==> config.mk <==
export PLATFORM = sky130hd
export DESIGN_NAME = strap_quad_decoder
export DESIGN_NICKNAME = d
export VERILOG_FILES = /design/src/rtl/strap_quad_decoder.sv
export SDC_FILE = /design/constraint.sdc
export NUM_CORES = 1
export LEC_CHECK = 0
export ABC_AREA = 1
export BUFFER_PORTS_ARGS = -buffer_cell sky130_fd_sc_hd__buf_2
export CORE_MARGIN = 2
export CORE_UTILIZATION = 50
export DETAILED_ROUTE_END_ITERATION = 8
export GPL_ROUTABILITY_DRIVEN = 0
export PLACE_DENSITY = 0.68
export SKIP_CTS_REPAIR_TIMING = 1
export SKIP_LAST_GASP = 1
export SLEW_MARGIN = 20
export SYNTH_ARGS = -nofsm -noshare
export SYNTH_HDL_FRONTEND = slang
export SYNTH_SLANG_ARGS = --single-unit
==> constraint.sdc <==
create_clock -name clk -period 1.62 [get_ports clk]
set_clock_uncertainty 0.05 [all_clocks]
set_input_delay 0.324 -clock clk [delete_from_list [all_inputs] [get_ports clk]]
set_output_delay 0.324 -clock clk [all_outputs]
set_load 0.02 [all_outputs]
==> src/rtl/strap_quad_decoder.sv <==
module strap_quad_decoder #(
  parameter int WIN_CYCLES = 64,
  parameter int MIN_EDGES  = 8
) (
  input  logic       clk,
  input  logic       rst_n,
  input  logic [1:0] cmp_hi,
  input  logic [1:0] cmp_lo,
  output logic [3:0] strap_code,
  output logic       strap_valid,
  output logic [3:0] adv_default,
  output logic [2:0] mode_default
);
  localparam int CW = $clog2(WIN_CYCLES + 1);
  localparam int WW = $clog2(WIN_CYCLES);
  localparam logic [1:0] C_LOW = 2'b00, C_HIGH = 2'b01, C_FLOAT = 2'b10, C_CLOCK = 2'b11;

  logic          busy;
  logic [WW-1:0] win_cnt;
  logic [1:0]    cand [2];

  for (genvar p = 0; p < 2; p++) begin : g_pin
    logic [1:0]    s1, s2, s3;
    logic [CW-1:0] n_hi, n_lo;
    logic [1:0]    lvl;
    logic [1:0]    seen;

    always_comb begin
      unique case (s2)
        2'b10:   seen = C_HIGH;
        2'b01:   seen = C_LOW;
        default: seen = C_FLOAT;
      endcase
    end

    always_ff @(posedge clk or negedge rst_n) begin
      if (!rst_n) begin
        s1 <= '0; s2 <= '0; s3 <= '0;
        n_hi <= '0; n_lo <= '0;
        lvl <= C_FLOAT;
      end else begin
        s1 <= {cmp_hi[p], cmp_lo[p]};
        s2 <= s1;
        s3 <= s2;
        if (busy) begin
          if ((s2[1] ^ s3[1]) && n_hi != CW'(WIN_CYCLES)) n_hi <= n_hi + 1'b1;
          if ((s2[0] ^ s3[0]) && n_lo != CW'(WIN_CYCLES)) n_lo <= n_lo + 1'b1;
          if (s2 == s3 && s2 != 2'b11) lvl <= seen;
        end
      end
    end

    assign cand[p] = (32'(n_hi) >= MIN_EDGES && 32'(n_lo) >= MIN_EDGES) ? C_CLOCK : lvl;
  end

  always_ff @(posedge clk or negedge rst_n) begin
    if (!rst_n) begin
      busy        <= 1'b1;
      win_cnt     <= '0;
      strap_code  <= '0;
      strap_valid <= 1'b0;
    end else begin
      strap_valid <= 1'b0;
      if (busy) begin
        if (win_cnt == WW'(WIN_CYCLES - 1)) begin
          busy        <= 1'b0;
          strap_valid <= 1'b1;
          strap_code  <= {cand[1], cand[0]};
        end else begin
          win_cnt <= win_cnt + 1'b1;
        end
      end
    end
  end

  logic [1:0] c0, c1;
  logic       an_on, spd, fdx;
  assign c0    = strap_code[1:0];
  assign c1    = strap_code[3:2];
  assign an_on = (c0 == C_FLOAT);
  assign spd   = c1[0];
  assign fdx   = c0[0];

  always_comb begin
    if (an_on) begin
      mode_default = 3'b100;
      unique case (c1)
        C_LOW:   adv_default = 4'b0011;
        C_HIGH:  adv_default = 4'b1100;
        C_FLOAT: adv_default = 4'b1111;
        default: adv_default = 4'b1010;
      endcase
    end else begin
      mode_default = {1'b0, spd, fdx};
      adv_default  = 4'b0001 << {spd, fdx};
    end
  end
endmodule


* After elaboration in Yosys (flattened, before gate mapping)
Cells that the tools add are included.
** Word-level totals
- Logic and storage cells :: 75
- Bits of input ports :: 6
- Flip-flop bits (word level) :: 56
** Operators by class
- Reductions and logical operators :: 17
- Bitwise logic cells :: 5
- Eq/ne operators :: 16
- Order comparisons :: 4
- Add/subtract/negate cells :: 5
- Muxes and demuxes :: 11
- Shifts and indexed selects :: 1
** Operator list (count)
- 7-bit by 1-bit adder with 7-bit output (second input constant) :: 4
- 7-bit by 4-bit greater-or-equal comparator with 1-bit output (second input constant) :: 4
- 7-bit inequality test (second input constant) :: 4
- 2-bit AND reduction :: 8
- 4-bit one-hot mux with 3 select lines :: 1
- 2-bit equality test (second input constant) :: 4
- 1-bit logical AND :: 8
- 2-bit one-hot mux with 2 select lines :: 2
- 6-bit by 1-bit adder with 6-bit output (second input constant) :: 1
- 2-bit by 1-bit equality test with 1-bit output (second input constant) :: 3
- 6-bit equality test (second input constant) :: 1
- 2-bit equality test :: 2
- 1-bit two-way mux :: 4
- 2-bit two-way mux :: 2
- 4-bit two-way mux :: 1
- 2-bit inequality test (second input constant) :: 2
- 1-bit by 2-bit << shifter with 4-bit output (first input constant) :: 1
- 1-bit XOR :: 4
- 3-bit two-way mux :: 1
- 2-bit logical NOT :: 1
- 1-bit inverter :: 1

* Logic depth before layout (Yosys ltp)
Gate-level depths: netlist (run 1).
- Depth in word-level cells :: 3
- Mapped depth :: 9

* Worst setup path after synthesis (run 1)
Ideal clock, no wire load.
- Path type :: reg-to-output
- Start :: register strap_code[1]
- End :: output adv_default[0]
- Arrival time :: 1.259 ns
- Stages on the path, launching flop included :: 3
- Slack :: -0.013 ns
- Path through :: dfrtp_1 > or2_2 > o21ai_0
** Between the ends
- Cells in the longest elaborated chain, start to end :: 2
** RTL lines
- start, declared :: line 9 : output logic [3:0] strap_code,
- start signal, assigned :: line 68 : strap_code <= {cand[1], cand[0]};
- 2-bit equality test :: line 80 : assign an_on = (c0 == C_FLOAT);
- 4-bit two-way mux :: line 85 : if (an_on) begin
- end, declared :: line 11 : output logic [3:0] adv_default,
No other way between the ends.

* Final worst setup path (run 1)
- Start :: register strap_code[2]
- End :: output adv_default[2]
** Between the ends
- Cells in the longest elaborated chain, start to end :: 3
- Elaborated cells on any way between the ends :: 6
** RTL lines
- 2-bit equality test (tied with other cells) :: line 87 : unique case (c1)
- 4-bit one-hot mux with 3 select lines :: line 87
- 4-bit two-way mux (*) :: line 85
Mark *: on every way between the ends. The rest lies on a longest branch, timed or not.

==> results.yml, run 1 <==
timing:
  relSlewSlack: 0.793
  worst_pin_slew_ns: 0.310
  grt_setup_unrepaired: "true"
  setup_viol: 4
  fin_crit_ns: 1.76
  layout_setup_ws_ns: -0.138
  hold_viol: 0
  fin_setup_tns_ns: -0.362
  hold_slack_ns: 0.0654
  fin_crit_sh: 1.09
  drv_slew: 0
  fmax_ghz: 0.569
cts:
  cts_buffers: 5
  root_buffer: "clkbuf_8"
  cts_buffer_depth: 2
  cts_tree: "built"
  path_clk_slew_ns: 0.10
  cts-htree-levels: 2
  cts_num_sinks: 56
  worst_skew_pair.late_latency_ns: 0.31
logic_synthesis:
  synth_top_cell_by_area: "dfrtp_1"
  yosysTopAreaCellShare: 0.437
  ys_top_cells_by_count: "nand2_1, dfrtp_1, inv_1"
  synth-edff-count: 0
  synth_nets: 429
  async_flop_share: 1.00
  ys_ff_latch: 56
  syn_avg_cell_area_sq_um: 7.49
  synthCells: 405
  ys_seq_area_frac: 0.463
  yosys-top-cells-area: "dfrtp_1, nand2_1, ha_1"
  yosysWarnings: 0
  synthFlopType: "dfrtp_1"
  synthDistinctLibCells: 22
  synth_area_sq_um: 3030
  post-synth-top-count-cell: "nand2_1"
setup_path:
  worstSetupPathType: "register to output pin"
  rr_worst_depth: 7
  end_kind: "output pin"
  cp-start-kind: "register"
  cp_cell_sequence: "inv_4 -> ha_4 -> nand2_2 -> o21ai_2 -> buf_4"
  cp_slowest_cell: "dfrtp_2"
  cp_max_fo: 7
  rr_endpoint: "win_cnt[1]$_DFFE_PN0P_"
  crit_path_max_incr_delay_ns: 0.47
  regToRegStartpoint: "win_cnt[0]$_DFFE_PN0P_"
  crit_start: "strap_code[2]$_DFFE_PN0P_"
  ff2ff_setup_slack_ns: 0.17
  arrival_ns: 1.38
  cp.required_ns: 1.25
drt:
  drt_iter0_markers: 84
  drcViolationCount: 0
  wl_um: 5220
  ant_nets: 0
  drt-vias-per-instance: 4.69
  wire_per_inst_um: 10.3
  vias: 2381
  dr.pass1.iters: 4
hold_path:
  min-delay-start: "cmp_lo[0]"
  hold_depth: 1
  min_to: "g_pin[0].s1[0]$_DFF_PN0_"
  hold_path_class: "primary input to register"
floorplanning:
  initial_utilization: 0.515
  core_sq_um: 5890
  top_level_ports: 18
  die_x_um: 81.9
  floorplan.die_area_sq_um: 6710
  dieHeight_um: 81.9
  row_count: 28
global_route:
  grt_max_degree: 31
  grt_pass1_wl_um: 8610
  antenna_found_initial: 0
  grt_pass1_vias: 2059
  grt_use_total: 0.166
  overflow: 0
placed_design:
  place_ws_ns: 0.0969
  dp.final_hpwl_um: 3710
  numPortBuffers: 17
  post_dp_cell_area_sq_um: 3240
cells_and_area:
  n_antenna_cell: 0
  drive_gt1_frac: 0.120
  layout.nets: 456
  design_area_sq_um: 3400
  syn2layout_area_growth_pct: 12.2
pwr:
  leakagePower_uw: 0.00192
  ir_drop_v: 0.000408
  power.density_nw_per_um2: 683
  finalPower_uw: 2320
run_status:
  outcome: "complete, but fails checks"
  violations: "setup timing"
job:
  maxCapViolCount: 0
-- worst max-delay path by stage --
stage | endpoint | slack [ns] | cells past startpoint
after floorplan | adv_default[0] | -0.01 | 2
after global placement | adv_default[2] | 0.13 | 5
after detailed placement | adv_default[2] | 0.1 | 5
after CTS | adv_default[2] | -0.26 | 5
after global routing | adv_default[2] | -0.21 | 5
final | adv_default[2] | -0.14 | 5
-- metal layers --
| layer | GRT usage | routed length [um] |
|---|---|---|
| met5 | 0 | 0 |
| met4 | 0.0583 | 58 |
| met2 | 0.280 | 2390 |
| met1 | 0.211 | 2630 |
| met3 | 0.0363 | 141 |
-- registers in the layout (all words and copies together) (netlist names) --
signal	flops
busy	1
g_pin.lvl	4
g_pin.n_hi	14
g_pin.n_lo	14
g_pin.s1	4
g_pin.s2	4
g_pin.s3	4
strap_code	4
strap_valid	1
win_cnt	6
-- layout by cell type, fill, tap and decap left out, drive strengths merged --
cell / count
nor2: 38
nand4: 1
xor2: 12
buf: 21
dfrtp: 53
nand3b: 1
dlygate4sd3: 1
o22ai: 2
xnor2: 2
nand3: 24
clkinv: 1
or2: 1
nand2: 180
inv: 52
o21ai: 13
ha: 18
clkbuf: 8
dfstp: 3
a21oi: 2
-- cell type report --
type	instances	area, sq um
multi-input combinational	294	1450
timing repair buffer	22	148
tap	75	93.8
clock buffer	8	100
inverter	53	203
fill	565	2480
sequential	56	1410
-- power by group --
part	internal, uW	switching (uW)	total (uW)	leakage [uW]
Sequential	1410	10.4	1420	0.000742
Combinational	22.8	44.0	66.8	0.00113
Clock	392	444	835	0.0000515
Total	1830	498	2320	0.00192
-- worst max-delay path, delay by kind of cell (launching register included) --
family | cells | cell delay [ns]
DFF | 1 | 0.47
buffers and inverters | 2 | 0.28
adders and majority gates | 1 | 0.21
and+or+nand+nor | 1 | 0.07
AOI/OAI and AO/OA | 1 | 0.05
-- kinds of logic after synthesis --
logic type | synth area share
flops | 0.463
xor+xnor | 0.0404
fa+ha+maj | 0.0743
compound gates | 0.0289
simple gates | 0.323
buf+inv | 0.0697
-- per-stage QoR --
step           cells  utilization
2_1_floorplan    405            -
3_3_place_gp     498        0.550
3_5_place_dp     498        0.550
4_1_cts          506        0.567
5_1_grt          508        0.578
6_report         508        0.578
Note: power is estimated with default switching activity, not from simulation.
==> inputs of run 2 (changes only) <==
Settings changed: TNS_END_PERCENT set to 1.
==> run 2 against run 1 <==
  * The run still ends with setup timing left
  * Worst setup slack improved by 0.0027 ns
  * Core utilization decreased by 0.085 points
  * Power did not move
  * Count of clock-buffer cells in the layout unchanged
  * Clock power is essentially flat
  * Final cell count unchanged
  * Combinational power barely moved
  * Critical path type unchanged
  * Critical endpoint unchanged
  * Largest cell class unchanged
  * Highest routed layer unchanged
==> results.yml, run 2 (same netlist as run 1, synthesis figures left out) <==
drt:
  drt-vias-per-instance: 4.69
  drcViolationCount: 0
  wire_per_inst_um: 10.2
  vias: 2382
  dr.pass1.iters: 4
  ant_nets: 0
  drt_iter0_markers: 96
  wl_um: 5210
pwr:
  ir_drop_v: 0.000408
  leakagePower_uw: 0.00192
  finalPower_uw: 2320
  power.density_nw_per_um2: 684
setup_path:
  end_kind: "output pin"
  crit_path_max_incr_delay_ns: 0.47
  cp.required_ns: 1.25
  worstSetupPathType: "register to output pin"
  cp_cell_sequence: "inv_4 -> ha_4 -> nand2_2 -> o21ai_2 -> buf_4"
  cp_max_fo: 7
  cp-start-kind: "register"
  arrival_ns: 1.38
  ff2ff_setup_slack_ns: 0.17
  cp_slowest_cell: "dfrtp_2"
placed_design:
  place_ws_ns: 0.0969
  numPortBuffers: 17
  dp.final_hpwl_um: 3710
timing:
  worst_pin_slew_ns: 0.310
  fin_crit_sh: 1.08
  drv_slew: 0
  layout_setup_ws_ns: -0.135
  fin_crit_ns: 1.76
  setup_viol: 4
  fmax_ghz: 0.570
  relSlewSlack: 0.793
  grt_setup_unrepaired: "true"
  hold_viol: 0
global_route:
  grt_pass1_vias: 2059
  grt_pass1_wl_um: 8610
  antenna_found_initial: 0
  grt_max_degree: 31
  grt_use_total: 0.166
  overflow: 0
floorplanning:
  core_sq_um: 5890
  die_x_um: 81.9
  floorplan.die_area_sq_um: 6710
  initial_utilization: 0.515
  top_level_ports: 18
  dieHeight_um: 81.9
  row_count: 28
cts:
  cts-htree-levels: 2
  root_buffer: "clkbuf_8"
  cts_buffers: 5
  path_clk_slew_ns: 0.10
  worst_skew_pair.late_latency_ns: 0.31
  cts_buffer_depth: 2
  cts_tree: "built"
  cts_num_sinks: 56
cells_and_area:
  largestRegisters: "g_pin.n_hi (14), g_pin.n_lo (14), win_cnt (6)"
  syn2layout_area_growth_pct: 12.0
  drive_gt1_frac: 0.118
  mostFrequentLayoutCell: "nand2_1"
  layout_common_cells: "nand2_1, dfrtp_1, inv_1"
  fillers: 567
  layout.nets: 456
  n_antenna_cell: 0
run_status:
  outcome: "complete, but fails checks"
  violations: "setup timing"
job:
  maxCapViolCount: 0
hold_path:
  hold_path_class: "primary input to register"
[run 2: changes by cell type in the layout (fill, tap and decap cells not counted)]
cell / before / now
buf_2: 13 / 15
buf_4: 7 / 5
inv_1: 47 / 48
inv_2: 4 / 3
[run 2: final cells by class]
cell class / instances / area [sq um] / area share
Clock buffer: 8 / 100 / 0.0295
Inverter: 53 / 203 / 0.0596
Tap cell: 75 / 93.8 / 0.0276
Multi-Input combinational cell: 294 / 1450 / 0.427
Timing Repair Buffer: 22 / 143 / 0.0420
Sequential cell: 56 / 1410 / 0.414
[run 2: worst paths after layout]
check	start	to	cells past startpoint
worst max register to register	win_cnt[0]$_DFFE_PN0P_	win_cnt[1]$_DFFE_PN0P_	7
worst min register to register	g_pin[1].s1[1]$_DFF_PN0_	g_pin[1].s2[1]$_DFF_PN0_	0
min in group asynchronous	rst_n	g_pin[1].n_hi[4]$_DFFE_PN0P_	2
worst min-delay path	cmp_lo[0]	g_pin[0].s1[0]$_DFF_PN0_	1
max in group asynchronous	rst_n	g_pin[1].lvl[1]$_DFFE_PN1P_	3
worst max-delay path	strap_code[2]$_DFFE_PN0P_	adv_default[2]	5
[run 2: report_power, final]
part           switching [uW]  internal [uW]
combinational            44.1           22.8
sequential               10.4           1410
clock                     444            392
total                     498           1830
[run 2: per-stage QoR]
| stage | util | cells | hold WS, ns | TNS, ns | instance area, sq um |
|---|---|---|---|---|---|
| floorplan | - | 405 | -0.0216 | -0.0258 | 3030 |
| global placement | 0.550 | 498 | 0.149 | 0 | 3240 |
| detailed placement | 0.550 | 498 | 0.154 | 0 | 3240 |
| CTS | 0.567 | 506 | -0.188 | -0.768 | 3340 |
| global route | 0.577 | 508 | 0.0557 | -0.774 | 3400 |
| finish | 0.577 | 508 | 0.0654 | -0.379 | 3400 |
[run 2: worst max-delay path: cells and delay by family, from the launching register on]
| family | cells | cell delay (ns) |
|---|---|---|
| buffers and inverters | 2 | 0.28 |
| adder cells (fa/ha/maj) | 1 | 0.21 |
| flip-flops | 1 | 0.47 |
| AO/OA/AOI/OAI | 1 | 0.05 |
| AND/OR/NAND/NOR | 1 | 0.07 |
[run 2: layer usage]
layer | vias up | track usage | wire length, um
met5 | - | 0 | 0
met4 | 0 | 0.0583 | 58
met3 | 4 | 0.0363 | 136
met2 | 29 | 0.280 | 2390
met1 | 1074 | 0.211 | 2620
li1 | 1275 | - | -
